--- src/rtl/wp_guard_pkg.sv ---
package wp_guard_pkg;

  typedef enum logic [1:0] {
    PH_IDLE = 2'b00,
    PH_CMD  = 2'b01,
    PH_ADDR = 2'b10,
    PH_DATA = 2'b11
  } phase_e;

  typedef enum logic [2:0] {
    K_NONE,
    K_MEM_WR,
    K_MEM_RD,
    K_SET,
    K_CLR,
    K_PERM
  } kind_e;

  typedef struct packed {
    logic cmd;
    logic addr;
    logic data;
  } ack_s;

  // True for the three protect-register operations.
  function automatic logic is_prot_kind(kind_e k);
    return (k == K_SET) || (k == K_CLR) || (k == K_PERM);
  endfunction

  // Protect commands the current state refuses outright.
  function automatic logic refused(kind_e k, logic rev, logic perm);
    return is_prot_kind(k) && (perm || ((k == K_SET) && rev));
  endfunction

  // Phase-by-phase acknowledge matrix.
  function automatic ack_s policy(kind_e k, logic rw, logic lo_half,
                                  logic wp, logic rev, logic perm);
    ack_s a;
    a = '0;
    unique case (k)
      K_MEM_RD: a.cmd = 1'b1;
      K_MEM_WR: begin
        a.cmd  = 1'b1;
        a.addr = 1'b1;
        a.data = !wp && !(lo_half && (rev || perm));
      end
      K_SET, K_CLR, K_PERM: begin
        if (!refused(k, rev, perm)) begin
          a.cmd  = 1'b1;
          a.addr = !rw;
          a.data = !rw && !wp;
        end
      end
      default: a = '0;
    endcase
    return a;
  endfunction

endpackage

--- src/rtl/wp_cmd_decode.sv ---
module wp_cmd_decode
  import wp_guard_pkg::*;
#(
  parameter int          CODE_W    = 4,
  parameter int          FIELD_W   = 3,
  parameter logic [3:0]  MEM_CODE  = 4'b1010,
  parameter logic [3:0]  PROT_CODE = 4'b0110,
  parameter logic [2:0]  SET_FIELD = 3'b001,
  parameter logic [2:0]  CLR_FIELD = 3'b011
) (
  input  logic [CODE_W-1:0]  dev_code,
  input  logic [FIELD_W-1:0] dev_field,
  input  logic [FIELD_W-1:0] strap,
  input  logic               rw,
  output kind_e              kind_o
);

  logic mem_hit;
  logic prot_hit;
  logic strap_hit;

  assign mem_hit   = (dev_code == CODE_W'(MEM_CODE));
  assign prot_hit  = (dev_code == CODE_W'(PROT_CODE));
  assign strap_hit = (dev_field == strap);

  always_comb begin
    kind_o = K_NONE;
    if (mem_hit && strap_hit) begin
      kind_o = rw ? K_MEM_RD : K_MEM_WR;
    end else if (prot_hit) begin
      if (dev_field == FIELD_W'(SET_FIELD))      kind_o = K_SET;
      else if (dev_field == FIELD_W'(CLR_FIELD)) kind_o = K_CLR;
      else if (strap_hit)                        kind_o = K_PERM;
      else                                       kind_o = K_NONE;
    end
  end

endmodule

--- src/rtl/wp_ack_matrix.sv ---
module wp_ack_matrix
  import wp_guard_pkg::*;
#(
  parameter int ADDR_W = 8
) (
  input  kind_e             kind,
  input  logic              rw,
  input  logic [ADDR_W-1:0] word_addr,
  input  logic              wp_pin,
  input  logic              rev,
  input  logic              perm,
  input  logic [1:0]        phase,
  output logic              ack_cmd,
  output logic              ack_addr,
  output logic              ack_data,
  output logic              ack_now,
  output logic              commit_ok
);

  localparam int TOP = ADDR_W - 1;

  logic lo_half;
  ack_s ack;

  assign lo_half = !word_addr[TOP];

  always_comb ack = policy(kind, rw, lo_half, wp_pin, rev, perm);

  assign ack_cmd   = ack.cmd;
  assign ack_addr  = ack.addr;
  assign ack_data  = ack.data;
  assign commit_ok = ack.data && !rw;

  always_comb begin
    unique case (phase_e'(phase))
      PH_CMD:  ack_now = ack.cmd;
      PH_ADDR: ack_now = ack.addr;
      PH_DATA: ack_now = ack.data;
      default: ack_now = 1'b0;
    endcase
  end

endmodule

--- src/rtl/wp_flag_store.sv ---
module wp_flag_store
  import wp_guard_pkg::*;
#(
  parameter bit INIT_REV  = 1'b0,
  parameter bit INIT_PERM = 1'b0
) (
  input  logic  clk,
  input  logic  rst_n,
  input  logic  capture,
  input  kind_e cap_kind,
  input  logic  cyc_done,
  output logic  rev_o,
  output logic  perm_o,
  output logic  pend_o
);

  // Nonvolatile cells: start from stored values, untouched by reset.
  logic  rev_q  = INIT_REV;
  logic  perm_q = INIT_PERM;
  logic  pend_v;
  kind_e pend_k;
  logic  apply;

  assign apply = cyc_done && pend_v;

  always_ff @(posedge clk) begin
    if (apply) begin
      unique case (pend_k)
        K_SET:   rev_q  <= 1'b1;
        K_CLR:   rev_q  <= 1'b0;
        K_PERM:  perm_q <= 1'b1;
        default: rev_q  <= rev_q;
      endcase
    end
  end

  always_ff @(posedge clk or negedge rst_n) begin
    if (!rst_n) begin
      pend_v <= 1'b0;
      pend_k <= K_NONE;
    end else begin
      if (cyc_done) pend_v <= 1'b0;
      if (capture) begin
        pend_v <= 1'b1;
        pend_k <= cap_kind;
      end
    end
  end

  assign rev_o  = rev_q;
  assign perm_o = perm_q;
  assign pend_o = pend_v;

endmodule

--- src/rtl/wp_guard.sv ---
module wp_guard
  import wp_guard_pkg::*;
#(
  parameter int          ADDR_W    = 8,
  parameter int          CODE_W    = 4,
  parameter int          FIELD_W   = 3,
  parameter logic [3:0]  MEM_CODE  = 4'b1010,
  parameter logic [3:0]  PROT_CODE = 4'b0110,
  parameter logic [2:0]  SET_FIELD = 3'b001,
  parameter logic [2:0]  CLR_FIELD = 3'b011,
  parameter bit          INIT_REV  = 1'b0,
  parameter bit          INIT_PERM = 1'b0
) (
  input  logic               clk,
  input  logic               rst_n,
  input  logic [CODE_W-1:0]  dev_code,
  input  logic [FIELD_W-1:0] dev_field,
  input  logic [FIELD_W-1:0] strap,
  input  logic               rw,
  input  logic [ADDR_W-1:0]  word_addr,
  input  logic               wp_pin,
  input  logic [1:0]         phase,
  input  logic               cyc_done,
  output logic               ack_cmd,
  output logic               ack_addr,
  output logic               ack_data,
  output logic               ack_now,
  output logic               commit_ok
);

  kind_e kind;
  logic  rev_flag;
  logic  perm_flag;
  logic  pend_flag;
  logic  prot_cmd;
  logic  capture;

  wp_cmd_decode #(
    .CODE_W(CODE_W), .FIELD_W(FIELD_W),
    .MEM_CODE(MEM_CODE), .PROT_CODE(PROT_CODE),
    .SET_FIELD(SET_FIELD), .CLR_FIELD(CLR_FIELD)
  ) u_dec (
    .dev_code (dev_code),
    .dev_field(dev_field),
    .strap    (strap),
    .rw       (rw),
    .kind_o   (kind)
  );

  wp_ack_matrix #(.ADDR_W(ADDR_W)) u_mtx (
    .kind     (kind),
    .rw       (rw),
    .word_addr(word_addr),
    .wp_pin   (wp_pin),
    .rev      (rev_flag),
    .perm     (perm_flag),
    .phase    (phase),
    .ack_cmd  (ack_cmd),
    .ack_addr (ack_addr),
    .ack_data (ack_data),
    .ack_now  (ack_now),
    .commit_ok(commit_ok)
  );

  assign prot_cmd = is_prot_kind(kind);
  assign capture  = prot_cmd && commit_ok && (phase_e'(phase) == PH_DATA);

  wp_flag_store #(.INIT_REV(INIT_REV), .INIT_PERM(INIT_PERM)) u_flags (
    .clk     (clk),
    .rst_n   (rst_n),
    .capture (capture),
    .cap_kind(kind),
    .cyc_done(cyc_done),
    .rev_o   (rev_flag),
    .perm_o  (perm_flag),
    .pend_o  (pend_flag)
  );

endmodule

--- config.mk ---
export PLATFORM = sky130hd
export DESIGN_NAME = wp_guard
export DESIGN_NICKNAME = d
export VERILOG_FILES = /design/src/rtl/wp_guard_pkg.sv /design/src/rtl/wp_cmd_decode.sv /design/src/rtl/wp_ack_matrix.sv /design/src/rtl/wp_flag_store.sv /design/src/rtl/wp_guard.sv
export SDC_FILE = /design/constraint.sdc
export NUM_CORES = 1
export LEC_CHECK = 0
export BUFFER_PORTS_ARGS = -buffer_cell sky130_fd_sc_hd__buf_4
export CORE_AREA = 3 3 40 42
export CTS_BUF_LIST = sky130_fd_sc_hd__clkbuf_8
export DETAILED_ROUTE_END_ITERATION = 10
export DIE_AREA = 0 0 43 45
export HOLD_SLACK_MARGIN = 0.05
export PLACE_DENSITY = 0.74
export SLEW_MARGIN = 20
export SYNTH_ARGS = -nofsm -noshare
export SYNTH_HDL_FRONTEND = slang
export SYNTH_HIERARCHICAL = 1
export SYNTH_SLANG_ARGS = --single-unit
--- constraint.sdc ---
create_clock -name clk -period 2.4 [get_ports clk]
set_input_delay 0.12 -clock clk [delete_from_list [all_inputs] [get_ports clk]]
set_output_delay 0.12 -clock clk [all_outputs]
set_load 0.01 [all_outputs]
==> results of run 1 <==
[critical path, cell delays in order]
cell      delay (ns)
buf_4           0.11
and4bb_1        0.27
or3b_1          0.38
o21ai_2         0.08
nor3b_2         0.24
o21ai_0         0.17
a21oi_2         0.18
nor2b_4         0.16
nand3_1         0.08
a21oi_2         0.22
mux2_1          0.35
[registers in the layout (all words and copies together) (netlist names)]
register and count:
u_flags/pend_k 3, u_flags/rev_o 1, u_flags/pend_o 1
[synthesized netlist by cell type, drive strengths merged]
| master | number | area share |
|---|---|---|
| dfrtp | 4 | 0.19 |
| nand3b | 4 | 0.058 |
| o21ai | 4 | 0.039 |
| a21oi | 3 | 0.044 |
| mux2 | 3 | 0.065 |
| nand2b | 3 | 0.041 |
| nand3 | 3 | 0.029 |
| nor2 | 3 | 0.022 |
| xnor2 | 3 | 0.051 |
| and4bb | 2 | 0.048 |
| inv | 2 | 0.015 |
| nand2 | 2 | 0.015 |
| nor2b | 2 | 0.024 |
| nor3b | 2 | 0.039 |
| or3b | 2 | 0.034 |
| a211o | 1 | 0.017 |
| a21boi | 1 | 0.015 |
| a21o | 1 | 0.015 |
| a2bb2oi | 1 | 0.017 |
| and2b | 1 | 0.015 |
| buf | 1 | 0.015 |
| conb | 1 | 0.0073 |
| edfxtp | 1 | 0.058 |
| nand4 | 1 | 0.012 |
| nand4bb | 1 | 0.022 |
| o211a | 1 | 0.019 |
| o21a | 1 | 0.015 |
| o31ai | 1 | 0.015 |
| o32ai | 1 | 0.031 |
| or2 | 1 | 0.012 |
[through the flow]
step	total power, W	hold WS (ns)	TNS [ns]
2_1_floorplan	0.000110	-0.176	0
3_3_place_gp	0.000142	-0.0834	-0.153
3_5_place_dp	0.000143	-0.0841	-0.278
4_1_cts	0.000298	0.180	0
5_1_grt	0.000310	0.206	0
6_report	0.000293	0.186	0
[cells by family after synthesis]
group,after synthesis,synth area share
AND/OR/NAND/NOR,27,0.370
AO/OA/AOI/OAI,15,0.225
flip-flops,5,0.252
XOR/XNOR,3,0.0509
multiplexers,3,0.0654
buffers and inverters,3,0.0291
other,1,0.00726
[routing by layer]
layer	vias to the layer above	wire, um	track usage	part of all wire
li1	277	-	-	-
met5	-	0	0	0
met1	237	497	0.145	0.41
met2	12	636	0.257	0.53
met4	0	20	0.0904	0.017
met3	2	56	0.0279	0.046
[cell type report]
cell class / count / area (um^2)
Clock buffer: 3 / 41.3
Clock inverter: 1 / 3.75
Fill cell: 114 / 469
Inverter: 2 / 7.51
Multi-Input combinational cell: 49 / 387
Sequential cell: 5 / 130
Tap cell: 15 / 18.8
Timing Repair Buffer: 30 / 228
[power groups by stage]
stage                     Clock, W  Sequential, W  Combinational [W]
after floorplan                  0      0.0000880          0.0000215
after global placement           0      0.0000880          0.0000539
after detailed placement         0      0.0000880          0.0000550
after CTS                 0.000154      0.0000869          0.0000564
after global routing      0.000161      0.0000869          0.0000624
final                     0.000150      0.0000869          0.0000561
[how the worst max path moves through the flow]
stage | endpoint | slack, ns | startpoint
6_report | u_flags/pend_k[2]$_DFFE_PN0P_ | 0.15 | dev_code[3]
5_1_grt | u_flags/pend_k[1]$_DFFE_PN0P_ | 0.003 | dev_code[3]
4_1_cts | u_flags/pend_k[1]$_DFFE_PN0P_ | 0.13 | dev_code[3]
3_5_place_dp | u_flags/pend_k[1]$_DFFE_PN0P_ | -0.1 | dev_code[3]
3_3_place_gp | u_flags/pend_k[0]$_DFFE_PN0P_ | -0.05 | dev_code[3]
2_1_floorplan | u_flags/pend_k[2]$_DFFE_PN0P_ | 0.03 | dev_code[3]
==> out/metrics.cfg, run 1 <==
[status]
status = completed

[clock_network]
cts_buffer_depth = 2
worstSkewPairLatency_ns = 0.22
clock-sinks = 5
clockRootBuffer = clkbuf_8
tritoncts = built
cts_made_buffers = 3
clkSlewWorstSetupHoldPaths_ns = 0.03
post_cts_buffers = 0
hold_buffers = 1
cts.repair.resized = 0
ctsHtreeMaxLevel = 1

[placement]
gp_congestion = 0.793
place_ws_ns = -0.0976
dp_cells = 100
hpwl_um = 1030
placed_area_um2 = 761
port_buffers = 22

[final_layout]
final-instance-count-excl-fill = 105
antenna_cells = 0
drive_gt1_frac = 0.456
layout_common_cells = 29 x buf_4, 4 x nand3b_1, 4 x dfrtp_1
nNetsFinal = 116
final_common_cell = buf_4
fin_area_um2 = 816
synthToLayoutAreaGrowth_pct = 57.9
final_util = 0.635

[grt]
grt_pass1_vias = 534
track_usage = 0.140
grt_pass1_wl_um = 2040
grt.overflow.total = 0
antenna_found_initial = 0
grt_max_degree = 9

[power_and_ir_drop]
seqPwrFrac = 0.296
comb_power_share = 0.191
p_sw_frac = 0.214
pwr-share-clk = 0.512
leakagePower_nw = 0.385
powerDensity_mw_per_mm2 = 360
vdd_drop_max_uv = 465
power.switching_w = 0.0000628
p_int_w = 0.000230

[sta]
post-route-period-util = 0.940
hold_viol_final = 0
drv_slew = 0
rsz0062_at_grt = no
setup_viol = 0
skew_ns = 0.00100
finalCriticalPeriod_ns = 2.25
fmax_mhz = 443
worst_slack_ns = 0.145

[synthesis]
ys_warn_count = 6
synth_cells = 57
ys_seq_area_frac = 0.252
syn-num-nets = 82
syn_avg_cell_area_um2 = 9.07
synth-seq-cells = 5
ys_types = 34
syn_area_um2 = 517

[floorplanning]
num_rows = 13
initial_core_util = 0.402
die-area_mm2 = 0.00194
core-area_mm2 = 0.00128
pin_count = 30
fp.dieW_um = 43
fp.dieH_um = 45

[route]
drtPass1Iterations = 4
postRouteAntennaNets = 0
dr.first_iter.drc_count = 7
wirelength_um = 1210
wl_per_cell_um = 11.5
drc_errors = 0
avgViaCountPerCell = 5.03
num_vias = 528

[critical_path]
r2r-start = u_flags/pend_k[1]$_DFFE_PN0P_
worst_ep_arrival_time_ns = 2.35
crit_fanout = 4
reg2regPathDepth = 2
startpoint_type = input pin
r2r-end = u_flags/rev_o$_DFFE_PP_
end_kind = flip-flop
path_class = input pin to flip-flop
r2r_slack_ns = 1.19
cp.required_ns = 2.50

[hold_path]
hp-start = cyc_done
hold_depth = 3
hold_path.class = input pin to flip-flop
min_to = u_flags/pend_o$_DFFE_PN0P_

[run]
drv_cap = 0

(Power assumes the default switching activity.)
==> run 2, diff against run 1 <==
- ABC_AREA: unset -> 1
- CORE_AREA: 3 3 40 42 -> 2 2 39 41
- DIE_AREA: 0 0 43 45 -> 0 0 41 43
- PLACE_DENSITY: 0.74 -> 0.8
==> run 2 against run 1 <==
  * Wire length fell by 2.2%
  * Clock skew barely moved
  * Non-clock buffer count fell by 7
  * First-iteration DRC count fell by 14%
  * Hold slack got worse by 0.087 ns
  * Register-to-register slack improved by 0.25 ns
  * Combinational power rose by 13%
  * Sequential cell count did not move
  * Sequential power barely moved
  * Largest cell class unchanged
  * Highest routed layer is now met3
==> out/metrics.cfg, run 2 <==
[status]
status = completed  ; unchanged

[route]
wl_per_cell_um = 8.51  ; was 11.5 um
drc_errors = 0  ; unchanged
avgViaCountPerCell = 4.62  ; was 5.03
drtPass1Iterations = 3  ; was 4
dr.first_iter.drc_count = 6  ; was 7
num_vias = 642  ; was 528
postRouteAntennaNets = 0  ; unchanged
wirelength_um = 1180  ; was 1210 um

[synthesis]
synth_edf_count = 1  ; unchanged
yosys.area.top_type = dfrtp_1  ; unchanged
synth_compound_gate_area_share = 0.106  ; was 0.225
syn-num-nets = 122  ; was 82
netlist_top_cells_count = 24 x nand2_1, 21 x inv_1, 9 x nand3_1  ; was 4 x dfrtp_1, 4 x nand3b_1
synthArstFlopShare = 0.800  ; unchanged
synth_mux_area_frac = 0  ; was 0.0654
ys_warn_count = 6  ; unchanged
synth_ff_type = dfrtp_1  ; unchanged
synth_area_leaders = dfrtp_1 17%, nand2_1 15%, inv_1 13%  ; was dfrtp_1 19%, mux2_1 6.5%, edfxtp_1 5.8%
yosysMostFrequentCell = nand2_1
synth-xor-area-share = 0.0276  ; was 0.0508
syn_avg_cell_area_um2 = 6.08  ; was 9.07 um^2
synthSimpleGateAreaFrac = 0.473  ; was 0.370
synth.top_cell.area_share = 0.170  ; was 0.194
ys_types = 21  ; was 34
syn_area_um2 = 589  ; was 517 um^2
synth_cells = 97  ; was 57
synth_top_family_by_area = simple AND/OR/NAND/NOR gates  ; unchanged
synthAdderAreaFrac = 0  ; unchanged
ys_seq_area_frac = 0.221  ; was 0.252
synth-seq-cells = 5  ; unchanged

[placement]
gp_congestion = 0.654  ; was 0.793
port_buffers = 22  ; unchanged
dp_cells = 134  ; was 100
hpwl_um = 988  ; was 1030 um
place_ws_ns = 0.328  ; was -0.0976 ns

[power_and_ir_drop]
design_power_total_w = 0.000298  ; was 0.000293 W
leakagePower_nw = 0.482  ; was 0.385 nW
vdd_drop_max_uv = 460  ; was 465 uV
powerDensity_mw_per_mm2 = 362  ; was 360 mW/mm^2

[critical_path]
crit_path_start = dev_field[2]  ; was dev_code[3]
cp.required_ns = 2.48  ; was 2.50 ns
r2r_slack_ns = 1.44  ; was 1.19 ns
startpoint_type = input pin  ; unchanged
r2r-start = u_flags/pend_k[2]$_DFFE_PN0P_  ; was u_flags/pend_k[1]$_DFFE_PN0P_
r2r-end = u_flags/rev_o$_DFFE_PP_  ; unchanged
worst_ep_arrival_time_ns = 1.90  ; was 2.35 ns
end_kind = flip-flop  ; unchanged
reg2regPathDepth = 3  ; was 2
crit_fanout = 7  ; was 4
cp-endpoint = u_flags/pend_k[0]$_DFFE_PN0P_  ; was u_flags/pend_k[2]$_DFFE_PN0P_
path_class = input pin to flip-flop  ; unchanged

[clock_network]
cts_made_buffers = 3  ; unchanged
post_cts_buffers = 0  ; unchanged
ctsHtreeMaxLevel = 1  ; unchanged
clock-sinks = 5  ; unchanged
clkSlewWorstSetupHoldPaths_ns = 0.03  ; about the same
cts_buffer_depth = 2  ; unchanged
worstSkewPairLatency_ns = 0.22  ; about the same
cts.repair.resized = 0  ; unchanged
tritoncts = built  ; unchanged
clockRootBuffer = clkbuf_8  ; unchanged
hold_buffers = 1  ; unchanged

[sta]
post-route-period-util = 0.760  ; was 0.940
skew_ns = 0.00101  ; was 0.00100 ns
tns_ns = 0  ; unchanged
worst_slack_ns = 0.576  ; was 0.145 ns
setup_viol = 0  ; unchanged
drv_slew = 0  ; unchanged
fmax_mhz = 548  ; was 443 MHz
hold_viol_final = 0  ; unchanged
rsz0062_at_grt = no  ; unchanged
finalCriticalPeriod_ns = 1.82  ; was 2.25 ns

[final_layout]
layout_common_cells = 24 x nand2_1, 22 x inv_1, 22 x buf_4  ; was 29 x buf_4, 4 x nand3b_1, 4 x dfrtp_1
final_util = 0.594  ; was 0.635
nNetsFinal = 149  ; was 116
drive_gt1_frac = 0.333  ; was 0.456
antenna_cells = 0  ; unchanged
largest_reg_flops = 3  ; unchanged
final-instance-count-excl-fill = 139  ; was 105
regMostFlops = u_flags/pend_k  ; unchanged
synthToLayoutAreaGrowth_pct = 39.5  ; was 57.9%
fillCellCount = 129  ; was 114
final_common_cell = nand2_1  ; was buf_4

[grt]
grt_pass1_wl_um = 2160  ; was 2040 um
grt_pass1_vias = 627  ; was 534
grt.overflow.total = 0  ; unchanged
track_usage = 0.178  ; was 0.140
antenna_found_initial = 0  ; unchanged
grt_max_degree = 8  ; was 9

[floorplanning]
initial_core_util = 0.426  ; was 0.402
num_rows = 14  ; was 13
die-area_mm2 = 0.00176  ; was 0.00194 mm^2
core-area_mm2 = 0.00138  ; was 0.00128 mm^2
fp.dieW_um = 41  ; was 43 um
fp.dieH_um = 43  ; was 45 um
pin_count = 30  ; unchanged

[hold_path]
hold_path.class = input pin to flip-flop  ; unchanged
hp-start = cyc_done  ; unchanged

[run]
drv_cap = 0  ; unchanged

[run 2: kinds of logic after synthesis]
group,after synthesis
AOI/OAI and AO/OA,10
xor gates and xnor gates,1
buffers and inverters,25
DFF,5
other,1
and+or+nand+nor,55
[run 2: metrics by stage]
step,area (um^2),hold WS [ns]
global placement,767,-0.0845
CTS,822,0.0892
finish,822,0.0989
global route,822,0.0980
detailed placement,767,-0.0839
floorplan,589,-0.176
[run 2: layout make-up]
class	count	area, um^2	area share
timing repair buffer	23	175	0.213
tap	16	20.0	0.0244
clock buffer	3	41.3	0.0502
clock inverter	1	3.75	0.00457
multi-input combinational	67	362	0.440
inverter	24	90.1	0.110
sequential	5	130	0.158
[run 2: metal layers]
metal / wire, um / up-vias / GRT usage
li1: - / 347 / -
met1: 524 / 289 / 0.178
met2: 628 / 6 / 0.316
met3: 31 / 0 / 0.0314
met4: 0 / 0 / 0.100
met5: 0 / - / 0
[run 2: how the worst min path moves through the flow]
stage                               endpoint  slack (ns)  depth (start not counted)
4_1_cts           u_flags/pend_o$_DFFE_PN0P_        0.09                          2
6_report          u_flags/pend_o$_DFFE_PN0P_         0.1                          2
3_5_place_dp      u_flags/pend_o$_DFFE_PN0P_       -0.08                          1
5_1_grt           u_flags/pend_o$_DFFE_PN0P_         0.1                          2
2_1_floorplan  u_flags/pend_k[0]$_DFFE_PN0P_       -0.18                          0
3_3_place_gp      u_flags/pend_o$_DFFE_PN0P_       -0.08                          1
[run 2: report_power, final]
group          switching, W  total [W]  internal (W)
clock             0.0000383   0.000148      0.000109
combinational     0.0000308  0.0000632     0.0000324
sequential     0.0000000606  0.0000871     0.0000870
total             0.0000691   0.000298      0.000229
[run 2: critical path: stages]
cell and delay [ns]:
buf_4 0.12, nor2_1 0.17, inv_1 0.07, o21ai_0 0.15, a21oi_1 0.12, inv_2 0.11
nand3_1 0.12, nand3b_4 0.18, a21oi_1 0.21, nand2_1 0.07, inv_1 0.06, nand2_1 0.06
nor2_2 0.20, o21ai_0 0.15
